## config.mk

```make
export PLATFORM = sky130hd
export DESIGN_NAME = pixel_fetch_dma
export DESIGN_NICKNAME = d
export VERILOG_FILES = /design/src/rtl/fetch_pkg.sv /design/src/rtl/wordFifo.sv /design/src/rtl/fetchPath.sv /design/src/rtl/fetchCtrl.sv /design/src/rtl/pixel_fetch_dma.sv
export SDC_FILE = /design/constraint.sdc
export NUM_CORES = 1
export LEC_CHECK = 0
export ABC_AREA = 1
export BUFFER_PORTS_ARGS = -buffer_cell sky130_fd_sc_hd__buf_4
export CAP_MARGIN = 10
export CORE_ASPECT_RATIO = 2
export CORE_MARGIN = 1
export CORE_UTILIZATION = 28
export CTS_BUF_LIST = sky130_fd_sc_hd__clkbuf_4 sky130_fd_sc_hd__clkbuf_8
export DETAILED_ROUTE_END_ITERATION = 16
export PLACE_DENSITY = 0.44
export REMOVE_ABC_BUFFERS = 1
export SYNTH_ARGS = -nofsm -noshare
export SYNTH_HDL_FRONTEND = slang
export SYNTH_HIERARCHICAL = 1
export SYNTH_SLANG_ARGS = --single-unit
```

## constraint.sdc

```tcl
create_clock -name clk -period 3.55 [get_ports clk]
set_clock_uncertainty 0.2 [all_clocks]
set_input_delay 0.71 -clock clk [delete_from_list [all_inputs] [get_ports clk]]
set_output_delay 0.71 -clock clk [all_outputs]
set_load 0.01 [all_outputs]
```

## src/rtl/fetch_pkg.sv

```systemverilog
package fetch_pkg;
  localparam int BURST_LEN = 4;

  typedef enum logic [1:0] {
    ST_IDLE = 2'd0,
    ST_VID  = 2'd1,
    ST_CUR  = 2'd2
  } fetchState_t;

  // strobes from control to datapath
  typedef struct packed {
    logic vidPush;
    logic curPush;
    logic regLoad;
  } fetchStrobe_t;

  // status from datapath to control
  typedef struct packed {
    logic dmaEnable;
    logic vidRoom;
    logic curRoom;
  } fetchStatus_t;
endpackage

```

## src/rtl/wordFifo.sv

```systemverilog
module wordFifo #(
  parameter int WIDTH = 32,
  parameter int DEPTH = 16,
  parameter int ROOM  = 4
) (
  input  logic             clk,
  input  logic             rstN,
  input  logic             push,
  input  logic [WIDTH-1:0] pushData,
  input  logic             pop,
  output logic [WIDTH-1:0] headData,
  output logic             empty,
  output logic             hasRoom
);
  localparam int AW = $clog2(DEPTH);
  localparam int CW = $clog2(DEPTH + 1);

  logic [WIDTH-1:0] mem [DEPTH];
  logic [AW-1:0]    wrPtr, rdPtr;
  logic [CW-1:0]    count;
  logic             doPush, doPop;

  assign doPop   = pop && (count != '0);
  assign doPush  = push && (count != CW'(DEPTH));
  assign empty   = (count == '0);
  assign hasRoom = (count <= CW'(DEPTH - ROOM));
  assign headData = mem[rdPtr];

  always_ff @(posedge clk or negedge rstN) begin
    if (!rstN) begin
      wrPtr <= '0;
      rdPtr <= '0;
      count <= '0;
    end else begin
      if (doPush) wrPtr <= wrPtr + 1'b1;
      if (doPop)  rdPtr <= rdPtr + 1'b1;
      count <= count + CW'(doPush) - CW'(doPop);
    end
  end

  always_ff @(posedge clk) begin
    if (doPush) mem[wrPtr] <= pushData;
  end
endmodule

```

## src/rtl/fetchPath.sv

```systemverilog
module fetchPath
  import fetch_pkg::*;
#(
  parameter int WORD_W    = 32,
  parameter int VID_DEPTH = 16,
  parameter int CUR_DEPTH = 8
) (
  input  logic                  clk,
  input  logic                  rstN,
  input  fetchStrobe_t          strobe,
  input  logic [2*WORD_W-1:0]   busData,
  input  logic                  vidRd,
  input  logic                  curRd,
  output logic [WORD_W-1:0]     vidData,
  output logic [WORD_W-1:0]     curData,
  output logic                  vidUnderflow,
  output logic                  curUnderflow,
  output fetchStatus_t          status
);
  localparam int BUS_W = 2 * WORD_W;

  logic [1:0]        laneField;
  logic              syncBit;
  logic [WORD_W-1:0] laneWord;
  logic [1:0]        pushV, rdV, emptyV, roomV, uflowV;
  logic [WORD_W-1:0] headV [2];

  always_ff @(posedge clk or negedge rstN) begin
    if (!rstN) begin
      laneField <= 2'b00;
      syncBit   <= 1'b0;
    end else if (strobe.regLoad) begin
      laneField <= busData[1:0];
      syncBit   <= busData[2];
    end
  end

  assign laneWord = laneField[1] ? busData[BUS_W-1:WORD_W] : busData[WORD_W-1:0];

  assign pushV = {strobe.curPush, strobe.vidPush};
  assign rdV   = {curRd, vidRd};

  for (genvar ch = 0; ch < 2; ch++) begin : g_chan
    localparam int D = (ch == 0) ? VID_DEPTH : CUR_DEPTH;
    logic uf;

    wordFifo #(.WIDTH(WORD_W), .DEPTH(D), .ROOM(BURST_LEN)) u_fifo (
      .clk      (clk),
      .rstN     (rstN),
      .push     (pushV[ch]),
      .pushData (laneWord),
      .pop      (rdV[ch]),
      .headData (headV[ch]),
      .empty    (emptyV[ch]),
      .hasRoom  (roomV[ch])
    );

    // set beats clear when both happen in one cycle
    always_ff @(posedge clk or negedge rstN) begin
      if (!rstN) uf <= 1'b0;
      else       uf <= (uf && !strobe.regLoad) || (rdV[ch] && emptyV[ch]);
    end
    assign uflowV[ch] = uf;
  end

  assign vidData      = headV[0];
  assign curData      = headV[1];
  assign vidUnderflow = uflowV[0];
  assign curUnderflow = uflowV[1];

  assign status.dmaEnable = (laneField != 2'b00) && !syncBit;
  assign status.vidRoom   = roomV[0];
  assign status.curRoom   = roomV[1];
endmodule

```

## src/rtl/fetchCtrl.sv

```systemverilog
module fetchCtrl
  import fetch_pkg::*;
(
  input  logic         clk,
  input  logic         rstN,
  input  logic         hsync,
  input  logic         dmaAck,
  input  logic         regWr,
  input  fetchStatus_t status,
  output fetchStrobe_t strobe,
  output logic         dmaReqN,
  output logic         burstIsCur
);
  fetchState_t state, stateNext;
  logic [1:0]  beat;

  always_comb begin
    stateNext = state;
    unique case (state)
      ST_IDLE: begin
        if (status.dmaEnable) begin
          if (hsync && status.curRoom) stateNext = ST_CUR;
          else if (status.vidRoom)     stateNext = ST_VID;
        end
      end
      ST_VID, ST_CUR: begin
        if (dmaAck && beat == 2'd3) stateNext = ST_IDLE;
      end
      default: stateNext = ST_IDLE;
    endcase
  end

  always_ff @(posedge clk or negedge rstN) begin
    if (!rstN) begin
      state <= ST_IDLE;
      beat  <= 2'd0;
    end else begin
      state <= stateNext;
      if (state == ST_IDLE)  beat <= 2'd0;
      else if (dmaAck)       beat <= beat + 2'd1;
    end
  end

  assign strobe.vidPush = (state == ST_VID) && dmaAck;
  assign strobe.curPush = (state == ST_CUR) && dmaAck;
  assign strobe.regLoad = regWr;
  assign dmaReqN        = (state == ST_IDLE);
  assign burstIsCur     = (state == ST_CUR);
endmodule

```

## src/rtl/pixel_fetch_dma.sv

```systemverilog
module pixel_fetch_dma
  import fetch_pkg::*;
#(
  parameter int WORD_W    = 32,
  parameter int VID_DEPTH = 16,
  parameter int CUR_DEPTH = 8
) (
  input  logic                clk,
  input  logic                rstN,
  input  logic                regWr,
  input  logic                hsync,
  input  logic                dmaAck,
  input  logic [2*WORD_W-1:0] busData,
  input  logic                vidRd,
  input  logic                curRd,
  output logic                dmaReqN,
  output logic [WORD_W-1:0]   vidData,
  output logic [WORD_W-1:0]   curData,
  output logic                vidUnderflow,
  output logic                curUnderflow
);
  fetchStrobe_t strobe;
  fetchStatus_t status;
  logic         burstIsCur;

  fetchCtrl u_ctrl (
    .clk        (clk),
    .rstN       (rstN),
    .hsync      (hsync),
    .dmaAck     (dmaAck),
    .regWr      (regWr),
    .status     (status),
    .strobe     (strobe),
    .dmaReqN    (dmaReqN),
    .burstIsCur (burstIsCur)
  );

  fetchPath #(.WORD_W(WORD_W), .VID_DEPTH(VID_DEPTH), .CUR_DEPTH(CUR_DEPTH)) u_path (
    .clk          (clk),
    .rstN         (rstN),
    .strobe       (strobe),
    .busData      (busData),
    .vidRd        (vidRd),
    .curRd        (curRd),
    .vidData      (vidData),
    .curData      (curData),
    .vidUnderflow (vidUnderflow),
    .curUnderflow (curUnderflow),
    .status       (status)
  );
endmodule

```

After elaboration in Yosys (flattened, before gate mapping)
Memories as Yosys holds them, arrays and structs flattened. Index checks and enable logic that the tools add are counted.

Input bits: 71. Output and inout port bits: 67. Memories: 2. RAM bits: 768. Flip-flop bits (word level): 32.

Order comparisons: 2. Muxes and demuxes: 12. Reduce and logical (&&, ||, !) cells: 26. Add/subtract/negate cells: 9. Eq/ne operators: 8.

Memories: u_path.g_chan[0].u_fifo.mem (words 16, width 32, read ports 1, clocked after Yosys merged registers in 0, write ports 1, line wordFifo.sv:18) `logic [WIDTH-1:0] mem [DEPTH];`; u_path.g_chan[1].u_fifo.mem (words 8, width 32, read ports 1, clocked after Yosys merged registers in 0, write ports 1, line wordFifo.sv:18).

Operators with widths (count): 2-to-1 mux 32 bit (1); logical AND 1 bit (13); 2-to-1 mux 2 bit (6); adder 4 x 1 -> 4 bit, second input constant (2); adder 3 x 1 -> 3 bit, second input constant (2); adder 5 x 1 -> 5 bit (1); less-or-equal comparator 5 x 4 -> 1 bit, second input constant (1); logical NOT 5 bit (1); inequality test 5 bit, second input constant (1); nonzero test 5 bit (1); subtractor 5 x 1 -> 5 bit (1); adder 4 x 1 -> 4 bit (1); equality test 2 bit, second input constant (2); less-or-equal comparator 4 x 3 -> 1 bit, second input constant (1); logical NOT 4 bit (1); 2-to-1 mux 1 bit (4); inequality test 2 x 1 -> 1 bit, second input constant (2); inequality test 4 bit, second input constant (1); one-hot mux 2 bit (2 select lines) (1); nonzero test 2 bit (2); nonzero test 4 bit (1); subtractor 4 x 1 -> 4 bit (1); inequality test 3 x 1 -> 1 bit, second input constant (1); AND reduction 3 bit (1); other kinds (6) (8).

Longest topological paths before layout
Gate-level depths: netlist of run 1.

Depth after elaboration: 5. Gate-level depth with buffers: 12.

Hierarchy
The synthesis of run 1 kept the hierarchy.

Modules (own cells, without submodules): wordFifo at u_path.g_chan[0].u_fifo (cells each 2095, instances 1, area each 22166.3 µm², seq. area each 15700.1 µm²); wordFifo at u_path.g_chan[1].u_fifo (cells each 1184, instances 1, area each 11716.2 µm², seq. area each 7937.6 µm²); fetchPath (cells each 127, instances 1, area each 626.9 µm², seq. area each 125.1 µm²); fetchCtrl (cells each 37, instances 1, area each 287.8 µm², seq. area each 100.1 µm²).

Worst setup path before layout of run 1
No wires, ideal clock.

Kind: input port to flip-flop. From: input port dmaAck. To: memory u_path.g_chan[0].u_fifo.mem[0][0] (enable). Stages on the path: 6. Data required time: 2929 ps. Data arrival time: 2529 ps. Slack: 400 ps. Buffers on the path: 0. Path through: nand2_1 > inv_1 > nand2_1 > inv_1 > nand2_1 > nor2_1.

RTL lines: from (decl) (line pixel_fetch_dma.sv:12) `input logic dmaAck,`; to (decl) (line wordFifo.sv:18).

Final worst setup path of run 1
From: register u_path.g_chan[0].u_fifo.rdPtr[1]. To: output port vidData[10].

Longest elaborated chain between the ends: 1.

RTL lines: from (decl) (line wordFifo.sv:19) `logic [AW-1:0] wrPtr, rdPtr;`; from (signal assigned) (line wordFifo.sv:36) `if (doPop) rdPtr <= rdPtr + 1'b1;`; memory (16 x 32 bit); to (decl) (line pixel_fetch_dma.sv:17) `output logic [WORD_W-1:0] vidData,`.

Every way passes these cells.

==> reports/metrics.yaml, run 1 <==
status: "completed"
syn_inst: 3443
avgSynthCellArea_um2: 10.11
total_power_mw: 30.66
cts_inserted_buffers: 115
hold_slack_ns: 0.2022
crit_type: "reg2out"
antenna_found_initial: 3
root_buffer: "clkbuf_8"
end_kind: "primary output"
grt_pass1_vias: 23540
worst_slack_ns: 0.1125
peakVddDrop_mv: 0.4210
worstPathMaxFanout: 27
fin_crit_sh: 0.9683
r2r_start: "u_path/g_chan[0].u_fifo/count[2]$_DFF_PN0_"
io_pins: 138
ys_seq_area_frac: 0.6858
power_density_mw_per_mm2: 741.6
numPortBuffers: 137
drtPass1Iterations: 5
dpl_cell_area_mm2: 0.03837
core_area_mm2: 0.1232
worst_r2r_endpoint: "u_path/g_chan[0].u_fifo/count[4]$_DFF_PN0_"
syn2layout_area_growth_pct: 18.83
die_x_um: 251.3
max_freq_mhz: 290.9
ant_nets: 0
maxCapViolations: 0
fillers: 12490
clkTransAtPathRegs_ns: 0.08
rows: 182
dp_hpwl_um: 59760
routed_wirelength_um: 103000
initial_core_util: 0.2825
gp_congestion: 0.7400
place_ws_ns: 0.4883
clockBufferDepth: 3
via_count: 23330
yosys_warnings: 6
drtIter0Drc: 1195
max_stage_delay_ns: 0.53
drive_above_1_share: 0.1302
htree_levels: 3
fin_area_mm2: 0.04135
post-route-util: 0.3356
clkLatencyLatePin_ns: 0.81
synthMuxAreaShare: 0
final_cells: 5431
place_inst: 5178
r2r_setup_slack_ns: 0.71
path_buf_inv: 4
die_h_um: 500.6
grt_overflow: 0
final_max_slew_viol_count: 0
synth_compound_area_frac: 0.002697
grtUsageTotal: 0.1649
synth_top_family_by_area: "simple AND/OR/NAND/NOR gates"
tns_ns: 0
reg2regPathDepth: 12
synthSimpleGateAreaFrac: 0.2209
setup_viol: 0
path_cells: "inv_4 > buf_12 > buf_4 > nand3_1 > nand3_1 > nand2_1 > nand2_1 > buf_4"
min_path_type: "in2async"
rsz0062_at_grt: "yes"
cts.sinks: 800
dieArea_mm2: 0.1258
nNetsFinal: 3775
cp_slowest_cell: "dfrtp_4"
crit_arrival_ns: 2.53
drc: 0
slew_headroom: 0.3117
synth-seq-cells: 800
crit_required_ns: 2.64
cts_tree: "done"
drt-wirelength-per-cell_um: 18.97
synth_fa_ha_area_frac: 0.01050
cp-start-kind: "register"
hold_viol: 0
ys_types: 25
cp_top_family: "buffers and inverters"
tightest_slew_ns: 1.030
grt_max_degree: 70
vias_per_cell: 4.295
synth_xor_area_frac: 0.003524
power.leakage_nw: 17.67
grt_pass1_wl_um: 151300
min_period_ns: 3.437
syn_area_mm2: 0.03480
cells by family after synthesis:
| kind of cell | after synthesis |
|---|---|
| xor+xnor | 14 |
| flops | 800 |
| fa+ha+maj | 28 |
| buf+inv | 651 |
| compound gates | 18 |
| simple gates | 1932 |
worst max path at each step:
stage                                                            start          end  cells after the start
final                     u_path/g_chan[0].u_fifo/rdPtr[1]$_DFFE_PN0P_  vidData[10]                      8
after global routing      u_path/g_chan[0].u_fifo/rdPtr[0]$_DFFE_PN0P_  vidData[23]                      9
after CTS                 u_path/g_chan[0].u_fifo/rdPtr[1]$_DFFE_PN0P_  vidData[10]                      8
after detailed placement  u_path/g_chan[0].u_fifo/rdPtr[0]$_DFFE_PN0P_  vidData[13]                      9
after global placement    u_path/g_chan[0].u_fifo/rdPtr[0]$_DFFE_PN0P_  vidData[13]                      9
after floorplan           u_path/g_chan[0].u_fifo/rdPtr[0]$_DFFE_PN0P_  vidData[30]                      6
sequential cells by signal (all words and copies together) (netlist names):
name                        cells
u_ctrl/beat                     2
u_ctrl/state                    2
u_path/curUnderflow             1
u_path/g_chan.u_fifo/count      9
u_path/g_chan.u_fifo/mem      768
u_path/g_chan.u_fifo/rdPtr      7
u_path/g_chan.u_fifo/wrPtr      7
u_path/laneField                2
u_path/syncBit                  1
u_path/vidUnderflow             1
per-layer routing:
| layer | wire (um) | vias up | share of wire | track usage |
|---|---|---|---|---|
| li1 | - | 11420 | - | - |
| met1 | 39580 | 11220 | 0.38 | 0.1778 |
| met2 | 56340 | 534 | 0.55 | 0.3202 |
| met3 | 4261 | 156 | 0.041 | 0.02440 |
| met4 | 2828 | 0 | 0.027 | 0.05891 |
| met5 | 0 | - | 0 | 0 |
repair_timing:
item                       4_1_cts  5_1_grt
setup endpoints to repair       40       25
pin swaps                        1        0
cloned                           9        1
buffers inserted                 9        2
gates resized for setup         29       17
hold buffers                    16        0
hold endpoints to repair        40        0
placed cells by master, fill, tap and decap left out, types with 9 or more instances in the layout:
master         count
clkinv_2          15
clkbuf_8         119
nand2_2           14
buf_4            209
nor2_1           196
nand3_1          326
ha_1              26
dlygate4sd3_1     16
o21ai_0           11
buf_12            26
clkinv_1          32
buf_16            11
nand2_1         1364
xor2_1             9
dfrtp_1           26
edfxtp_1         768
inv_1            489
nor2_4            26
clkbuf_4          36
worst register-to-register path: cells and delay by family, from the launching register on:
family                     cells  cell delay [ns]
and+or+nand+nor                4             0.57
buffers and inverters          3             0.30
xor gates and xnor gates       1             0.14
DFF                            1             0.43
adders and majority gates      4             1.11
report_power, final:
part	total [mW]	switching, mW	internal (mW)
Clock	7.38	3.66	3.72
Combinational	12.1	7.89	4.18
Sequential	11.2	0.273	10.9
Total	30.7	11.8	18.8
synthesized netlist by cell type:
cell,n,area [um^2]
ha_1,26,325.3
nor2_4,1,11.26
nand2_2,2,12.51
a31oi_1,1,6.260
nand4_1,3,18.77
inv_1,492,1847
buf_6,4,45.04
inv_2,4,15.01
nand2_1,1376,5165
buf_2,101,505.5
nor2_1,223,837.1
xor2_1,9,78.83
fa_1,2,40.04
a21oi_1,5,25.02
a21boi_1,1,7.510
buf_4,17,127.6
inv_4,1,6.260
dfrtp_1,32,800.8
buf_1,12,45.04
o21ai_0,11,55.05
nand3_1,326,1632
nand3_2,1,10.01
edfxtp_1,768,23060
xnor2_1,5,43.79
clkbuf_1,20,75.07
final cells by class:
class / instances / area, um^2 / area share
inverters: 497 / 1912 / 0.04624
multi-input cells: 1992 / 8491 / 0.2053
clock buffers: 155 / 1908 / 0.04615
flip-flops and latches: 800 / 23880 / 0.5775
clock inverters: 57 / 356.6 / 0.008624
repair buffers: 269 / 2713 / 0.06560
diodes: 4 / 10.01 / 0.0002421
well taps: 1656 / 2072 / 0.05011
repair inverters: 1 / 8.758 / 0.0002118
Note: power is estimated with default switching activity, not from simulation.
==> inputs of run 2 (changes only) <==
--- a/config.mk
+++ b/config.mk
@@ -13,6 +13,7 @@
 export CORE_UTILIZATION = 28
 export CTS_BUF_LIST = sky130_fd_sc_hd__clkbuf_4 sky130_fd_sc_hd__clkbuf_8
 export DETAILED_ROUTE_END_ITERATION = 16
+export MAX_ROUTING_LAYER = met4
 export PLACE_DENSITY = 0.44
 export REMOVE_ABC_BUFFERS = 1
 export SYNTH_ARGS = -nofsm -noshare
==> run 2 against run 1 <==
Net effect: combinational power barely moved; sequential power barely moved; design area barely moved; core utilization barely moved; first-iteration DRC count rose by 3.8%; worst hold slack improved by 0.0035 ns; sequential share of layout area barely moved; largest cell class unchanged.
==> reports/metrics.yaml, run 2 (synthesized netlist as in run 1, its figures left out) <==
min_path_type: "in2async"
dieArea_mm2: 0.1258  # unchanged
grtUsageTotal: 0.1698  # +0.004836
via_count: 23350  # +0.099%
grt.met1_usage: 0.1777  # about the same
cts_tree: "done"
numPortBuffers: 137  # unchanged
status: "completed"
hold_viol: 0  # unchanged
maxCapViolations: 0  # unchanged
syn2layout_area_growth_pct: 18.81  # about the same
grt_pass1_vias: 23540  # -0.013%
worstPathMaxFanout: 27  # unchanged
peakVddDrop_mv: 0.4180  # -0.73%
place_inst: 5178  # unchanged
ant_nets: 0  # unchanged
hold_slack_ns: 0.2058  # +0.003543 ns
cp-start-kind: "register"
r2r_start: "u_path/g_chan[0].u_fifo/count[2]$_DFF_PN0_"
use_met3: 0.02440  # unchanged
crit_type: "reg2out"
power.leakage_nw: 17.67  # unchanged
cp_slowest_cell: "dfrtp_4"
use_met2: 0.3201  # about the same
rows: 182  # unchanged
fin_area_mm2: 0.04134  # about the same
die_x_um: 251.3  # unchanged
drive_above_1_share: 0.1302  # unchanged
nNetsFinal: 3775  # unchanged
grt_overflow: 0  # unchanged
final_cells: 5429  # -0.037%
end_kind: "primary output"
initial_core_util: 0.2825  # unchanged
final_cell_mix: "nand2_1, edfxtp_1, inv_1, nand3_1, buf_4"
dpl_cell_area_mm2: 0.03837  # unchanged
largest_reg_flops: 768  # unchanged
busiest_layer: "met2"
cp-startpoint: "u_path/g_chan[0].u_fifo/rdPtr[1]$_DFFE_PN0P_"
path_cells: "inv_4 > buf_12 > buf_4 > nand3_1 > nand3_1 > nand2_1 > nand2_1 > buf_4"
setup_viol: 0  # unchanged
vias_per_cell: 4.301  # +0.14%
max_stage_delay_ns: 0.53  # about the same
fillers: 12490  # -0.016%
multi_input_area_mm2: 0.008491  # unchanged
cts.sinks: 800  # unchanged
grt_max_degree: 70  # unchanged
drtPass1Iterations: 5  # unchanged
die_h_um: 500.6  # unchanged
clkTransAtPathRegs_ns: 0.08  # about the same
cts_inserted_buffers: 115  # unchanged
antenna_found_initial: 3  # unchanged
clkLatencyLatePin_ns: 0.81  # about the same
drt-wirelength-per-cell_um: 18.99  # +0.10%
core_area_mm2: 0.1232  # unchanged
fin_crit_sh: 0.9663  # -0.001948
drtIter0Drc: 1241  # +3.8%
routed_wirelength_um: 103100  # about the same
crit_arrival_ns: 2.52  # about the same
tightest_slew_ns: 1.043  # +0.01308 ns
gp_congestion: 0.7487  # +1.2%
grt_pass1_wl_um: 151200  # about the same
htree_levels: 3  # unchanged
root_buffer: "clkbuf_8"
biggestRegsByFlops: "u_path/g_chan.u_fifo/mem (768), u_path/g_chan.u_fifo/count (9)"
place_ws_ns: 0.4883  # unchanged
top_register: "u_path/g_chan.u_fifo/mem"
power_density_mw_per_mm2: 741.7  # about the same
rsz0062_at_grt: "yes"
clockBufferDepth: 3  # unchanged
mostFrequentLayoutCell: "nand2_1"
min_period_ns: 3.431  # -0.006914 ns
worst_slack_ns: 0.1195  # +0.006914 ns
max_freq_mhz: 291.5  # +0.20%
dp_hpwl_um: 59760  # unchanged
drc: 0  # unchanged
io_pins: 138  # unchanged
final_max_slew_viol_count: 0  # unchanged
slew_headroom: 0.3030  # -0.008739
crit_required_ns: 2.64  # about the same
regArea_mm2: 0.02388  # unchanged
[run 2: stage by stage]
| stage | TNS, ns | utilization | power, mW |
|---|---|---|---|
| 3_5_place_dp | 0 | 0.3115 | 22.89 |
| 6_report | 0 | 0.3356 | 30.67 |
| 2_1_floorplan | -284.35 | - | 17.38 |
| 5_1_grt | -0.1227 | 0.3356 | 32.68 |
| 3_3_place_gp | 0 | 0.3115 | 22.90 |
| 4_1_cts | 0 | 0.3349 | 31.23 |
[run 2: area by class of cell]
| cell class | instances | share of cell area |
|---|---|---|
| repair inverters | 1 | 0.0002118 |
| clock inverters | 57 | 0.008625 |
| well taps | 1656 | 0.05012 |
| clock buffers | 155 | 0.04615 |
| inverters | 497 | 0.04624 |
| flip-flops and latches | 800 | 0.5776 |
| diodes | 2 | 0.0001211 |
| multi-input cells | 1992 | 0.2054 |
| repair buffers | 269 | 0.06561 |
[run 2: power breakdown]
group	switching, mW	internal, mW
Clock	3.66	3.72
Combinational	7.89	4.18
Sequential	0.273	10.9
Total	11.8	18.8
[run 2: per-layer routing]
| layer | vias up | part of all wire |
|---|---|---|
| li1 | 11420 | - |
| met5 | - | 0 |
| met1 | 11250 | 0.38 |
| met3 | 169 | 0.041 |
| met4 | 0 | 0.028 |
| met2 | 519 | 0.55 |
[run 2: path summary, 6_finish.rpt]
path,cells past startpoint,end,slack (ns)
max reg2reg,12,u_path/g_chan[0].u_fifo/count[4]$_DFF_PN0_,0.72
max in group asynchronous,2,u_path/g_chan[0].u_fifo/rdPtr[1]$_DFFE_PN0P_,2.51
max,8,vidData[10],0.12
min reg2reg,1,u_path/g_chan[0].u_fifo/count[0]$_DFF_PN0_,0.30
min in group clk,1,u_path/g_chan[0].u_fifo/count[0]$_DFF_PN0_,0.30
min,2,u_path/g_chan[1].u_fifo/count[2]$_DFF_PN0_,0.21
[run 2: critical path: cells and delay by family (launching register included)]
kind | cells | cell delay [ns]
simple gates | 4 | 0.39
flops | 1 | 0.53
buf+inv | 4 | 0.82
[run 2: what timing repair did]
item                       4_1_cts  5_1_grt
hold endpoints to repair        40        0
setup endpoints to repair       40       25
pin swaps                        1        0
setup buffers                    9        2
cloned                           9        1
gates resized for setup         29       17
hold buffers                    16        0
==> inputs of run 3 (changes only) <==
--- a/config.mk
+++ b/config.mk
@@ -5,7 +5,6 @@
 export SDC_FILE = /design/constraint.sdc
 export NUM_CORES = 1
 export LEC_CHECK = 0
-export ABC_AREA = 1
 export BUFFER_PORTS_ARGS = -buffer_cell sky130_fd_sc_hd__buf_4
 export CAP_MARGIN = 10
 export CORE_ASPECT_RATIO = 2
@@ -14,7 +13,7 @@
 export CTS_BUF_LIST = sky130_fd_sc_hd__clkbuf_4 sky130_fd_sc_hd__clkbuf_8
 export DETAILED_ROUTE_END_ITERATION = 16
 export MAX_ROUTING_LAYER = met4
-export PLACE_DENSITY = 0.44
+export PLACE_DENSITY = 0.45
 export REMOVE_ABC_BUFFERS = 1
 export SYNTH_ARGS = -nofsm -noshare
 export SYNTH_HDL_FRONTEND = slang
==> run 3 against run 2 <==
Net effect: the run now ends with negative setup slack left; worst hold slack got worse by 0.024 ns; combinational power about the same; critical path depth decreased by 2; count of clock-buffer cells in the layout increased by 2; routed wire length decreased by 16%; global-route usage decreased by 1.2 points; clock power decreased by 3.3%; core utilization increased by 1.3 points; critical path type unchanged; largest cell class unchanged.
==> reports/metrics.yaml, run 3 <==
status: "complete, but fails checks"
violations: "negative setup slack"
die_h_um: 478.5  # -4.4%
synth_top_family_by_area: "multiplexers"
synthMuxAreaShare: 0.1623  # +0.1623
drtPass1Iterations: 4  # -1
clockBufferDepth: 3  # unchanged
final_cell_mix: "edfxtp_1, buf_4, mux4_2, clkbuf_8, mux2i_1"
cp_slowest_cell: "mux4_2"
tns_ns: -0.5376  # -0.5376 ns
max_stage_delay_ns: 0.50  # -0.03 ns
cts.sinks: 800  # unchanged
dp_hpwl_um: 48260  # -19%
crit_type: "reg2out"
drtIter0Drc: 956  # -23%
grtUsageTotal: 0.1582  # -0.01162
synthSimpleGateAreaFrac: 0.01413  # -0.2068
clkLatencyLatePin_ns: 0.81  # about the same
cts_tree: "done"
synth-edff-count: 768  # unchanged
max_freq_mhz: 277.4  # -4.8%
post-route-util: 0.3484  # +0.01285
worst_slack_ns: -0.05474  # -0.1742 ns
synthTopCellsByCount: "edfxtp_1, mux2i_1, mux4_2"
synthFlopType: "edfxtp_1"
ant_nets: 0  # unchanged
syn2layout_area_growth_pct: 23.40
path_cells: "buf_8 > bufbuf_16 > mux4_2 > a22oi_2 > nand2_2 > buf_6"
synth_xor_area_frac: 0.004409  # +0.0008853
antenna_found_initial: 1  # -2
synth_fa_ha_area_frac: 0.01150  # +0.0009957
peakVddDrop_mv: 0.4598  # +10%
ys_seq_area_frac: 0.7508  # +0.06504
biggestRegsByFlops: "u_path/g_chan.u_fifo/mem (768), u_path/g_chan.u_fifo/count (9)"
total_power_mw: 30.68  # about the same
vias_per_cell: 4.649  # +8.1%
avgSynthCellArea_um2: 20.95  # +110%
largest_reg_flops: 768  # unchanged
synth_compound_area_frac: 0.03417  # +0.03147
final_max_slew_viol_count: 0  # unchanged
power_density_mw_per_mm2: 782.3  # +5.5%
maxCapViolations: 0  # unchanged
mostFrequentLayoutCell: "edfxtp_1"
rows: 174  # -4.4%
io_pins: 138  # unchanged
rsz0062_at_grt: "yes"
worstPathMaxFanout: 4  # -85%
fin_crit_sh: 1.015  # +0.04907
place_inst: 3140  # -39%
end_kind: "primary output"
min_path_type: "in2async"
r2r_setup_slack_ns: 0.51  # -0.21 ns
crit_arrival_ns: 2.69  # +0.17 ns
routed_wirelength_um: 87000  # -16%
cp-start-kind: "register"
synth-seq-cells: 800  # unchanged
synth_area_leaders: "edfxtp_1, mux4_2, mux2i_1, dfrtp_1, mux4_1"
die_x_um: 240.2  # -4.4%
cts_inserted_buffers: 113  # -1.7%
final_cells: 3406  # -37%
htree_levels: 3  # unchanged
dieArea_mm2: 0.1149  # -8.6%
gp_congestion: 0.7440  # -0.63%
nNetsFinal: 1917  # -49%
grt_max_degree: 45  # -36%
top_register: "u_path/g_chan.u_fifo/mem"
yosys_warnings: 6  # unchanged
tightest_slew_ns: 0.5773  # -0.4658 ns
netlist.area_leader.share: 0.7256  # +0.06285
grt_pass1_wl_um: 124300  # -18%
ys_types: 45  # +80%
root_buffer: "clkbuf_8"
drive_above_1_share: 0.4112  # +0.2810
grt_pass1_vias: 17400  # -26%
grt_overflow: 0  # unchanged
slew_headroom: 0.6120  # +0.3090
postSynth.asyncResetShare: 0.04000  # unchanged
drt-wirelength-per-cell_um: 25.54  # +35%
numPortBuffers: 137  # unchanged
clkTransAtPathRegs_ns: 0.07  # about the same
via_count: 15840  # -32%
initial_core_util: 0.2824  # about the same
setup_viol: 19  # +19
yosysMostFrequentCell: "edfxtp_1"
core_area_mm2: 0.1126  # -8.6%
syn_inst: 1517  # -56%
synth_top_area_cell: "edfxtp_1"
hold_viol: 0  # unchanged
crit_required_ns: 2.64  # about the same
min_period_ns: 3.605  # +0.1742 ns
power.leakage_nw: 13.28  # -25%
place_ws_ns: 0.3840  # -0.1043 ns
drc: 0  # unchanged
syn_area_mm2: 0.03178  # -8.7%
run 3: path summary, 6_finish.rpt:
| path | from | end | depth (start not counted) |
|---|---|---|---|
| hold reg to reg | u_path/syncBit$_DFFE_PN0P_ | u_path/syncBit$_DFFE_PN0P_ | 1 |
| setup reg to reg | u_path/g_chan[0].u_fifo/count[2]$_DFF_PN0_ | u_path/g_chan[0].u_fifo/count[4]$_DFF_PN0_ | 12 |
| min in group clk | hsync | u_ctrl/state[0]$_DFFE_PN0P_ | 3 |
| max in group asynchronous | rstN | u_path/g_chan[0].u_fifo/rdPtr[3]$_DFFE_PN0P_ | 2 |
| setup / recovery | u_path/g_chan[0].u_fifo/rdPtr[0]$_DFFE_PN0P_ | vidData[13] | 6 |
| hold / removal | rstN | u_path/laneField[0]$_DFFE_PN0P_ | 2 |
run 3: worst max-delay path: cells and delay by family (launching register included):
| kind | cells | cell delay (ns) |
|---|---|---|
| buffers and inverters | 3 | 0.58 |
| muxes | 1 | 0.50 |
| DFF | 1 | 0.49 |
| and+or+nand+nor | 1 | 0.15 |
| AOI/OAI and AO/OA | 1 | 0.14 |
run 3: stage by stage:
step	hold slack (ns)	cell area (um^2)
detailed placement	0.3011	35080
CTS	0.1059	38950
global placement	0.3049	35080
finish	0.1814	39220
global route	0.1453	39220
floorplan	0.2144	31170
run 3: area by class of cell:
class | instances | area [um^2]
fillers | 10600 | 73340
clock buffers | 157 | 1917
diodes | 1 | 2.502
clock inverters | 49 | 290.3
inverters | 28 | 105.1
repair buffers | 265 | 3166
flip-flops and latches | 800 | 23890
multi-input cells | 610 | 7981
well taps | 1496 | 1872
run 3: metal layers:
metal,vias up,track usage,wire length [um]
met1,8460,0.1768,33930
li1,6904,-,-
met4,0,0.04168,1653
met5,-,-,0
met2,349,0.2884,48400
met3,123,0.02486,3013
run 3: cell families after synthesis:
| group | count (synthesis) |
|---|---|
| flops | 800 |
| fa+ha+maj | 28 |
| simple gates | 95 |
| buf+inv | 107 |
| mux | 327 |
| compound gates | 144 |
| xor+xnor | 16 |
run 3: power breakdown:
part           leakage (nW)  switching (mW)  internal [mW]
logic                  4.82            6.20           6.03
registers              7.29           0.355           11.0
clock network          1.17            3.57           3.57
run 3: what timing repair did:
item,in CTS,in global routing
setup endpoints to repair,64,62
hold buffers,10,0
setup buffers,34,5
resized for setup,213,88
pin swaps,33,72
endpoints found under the hold margin,41,0
cloned,15,3
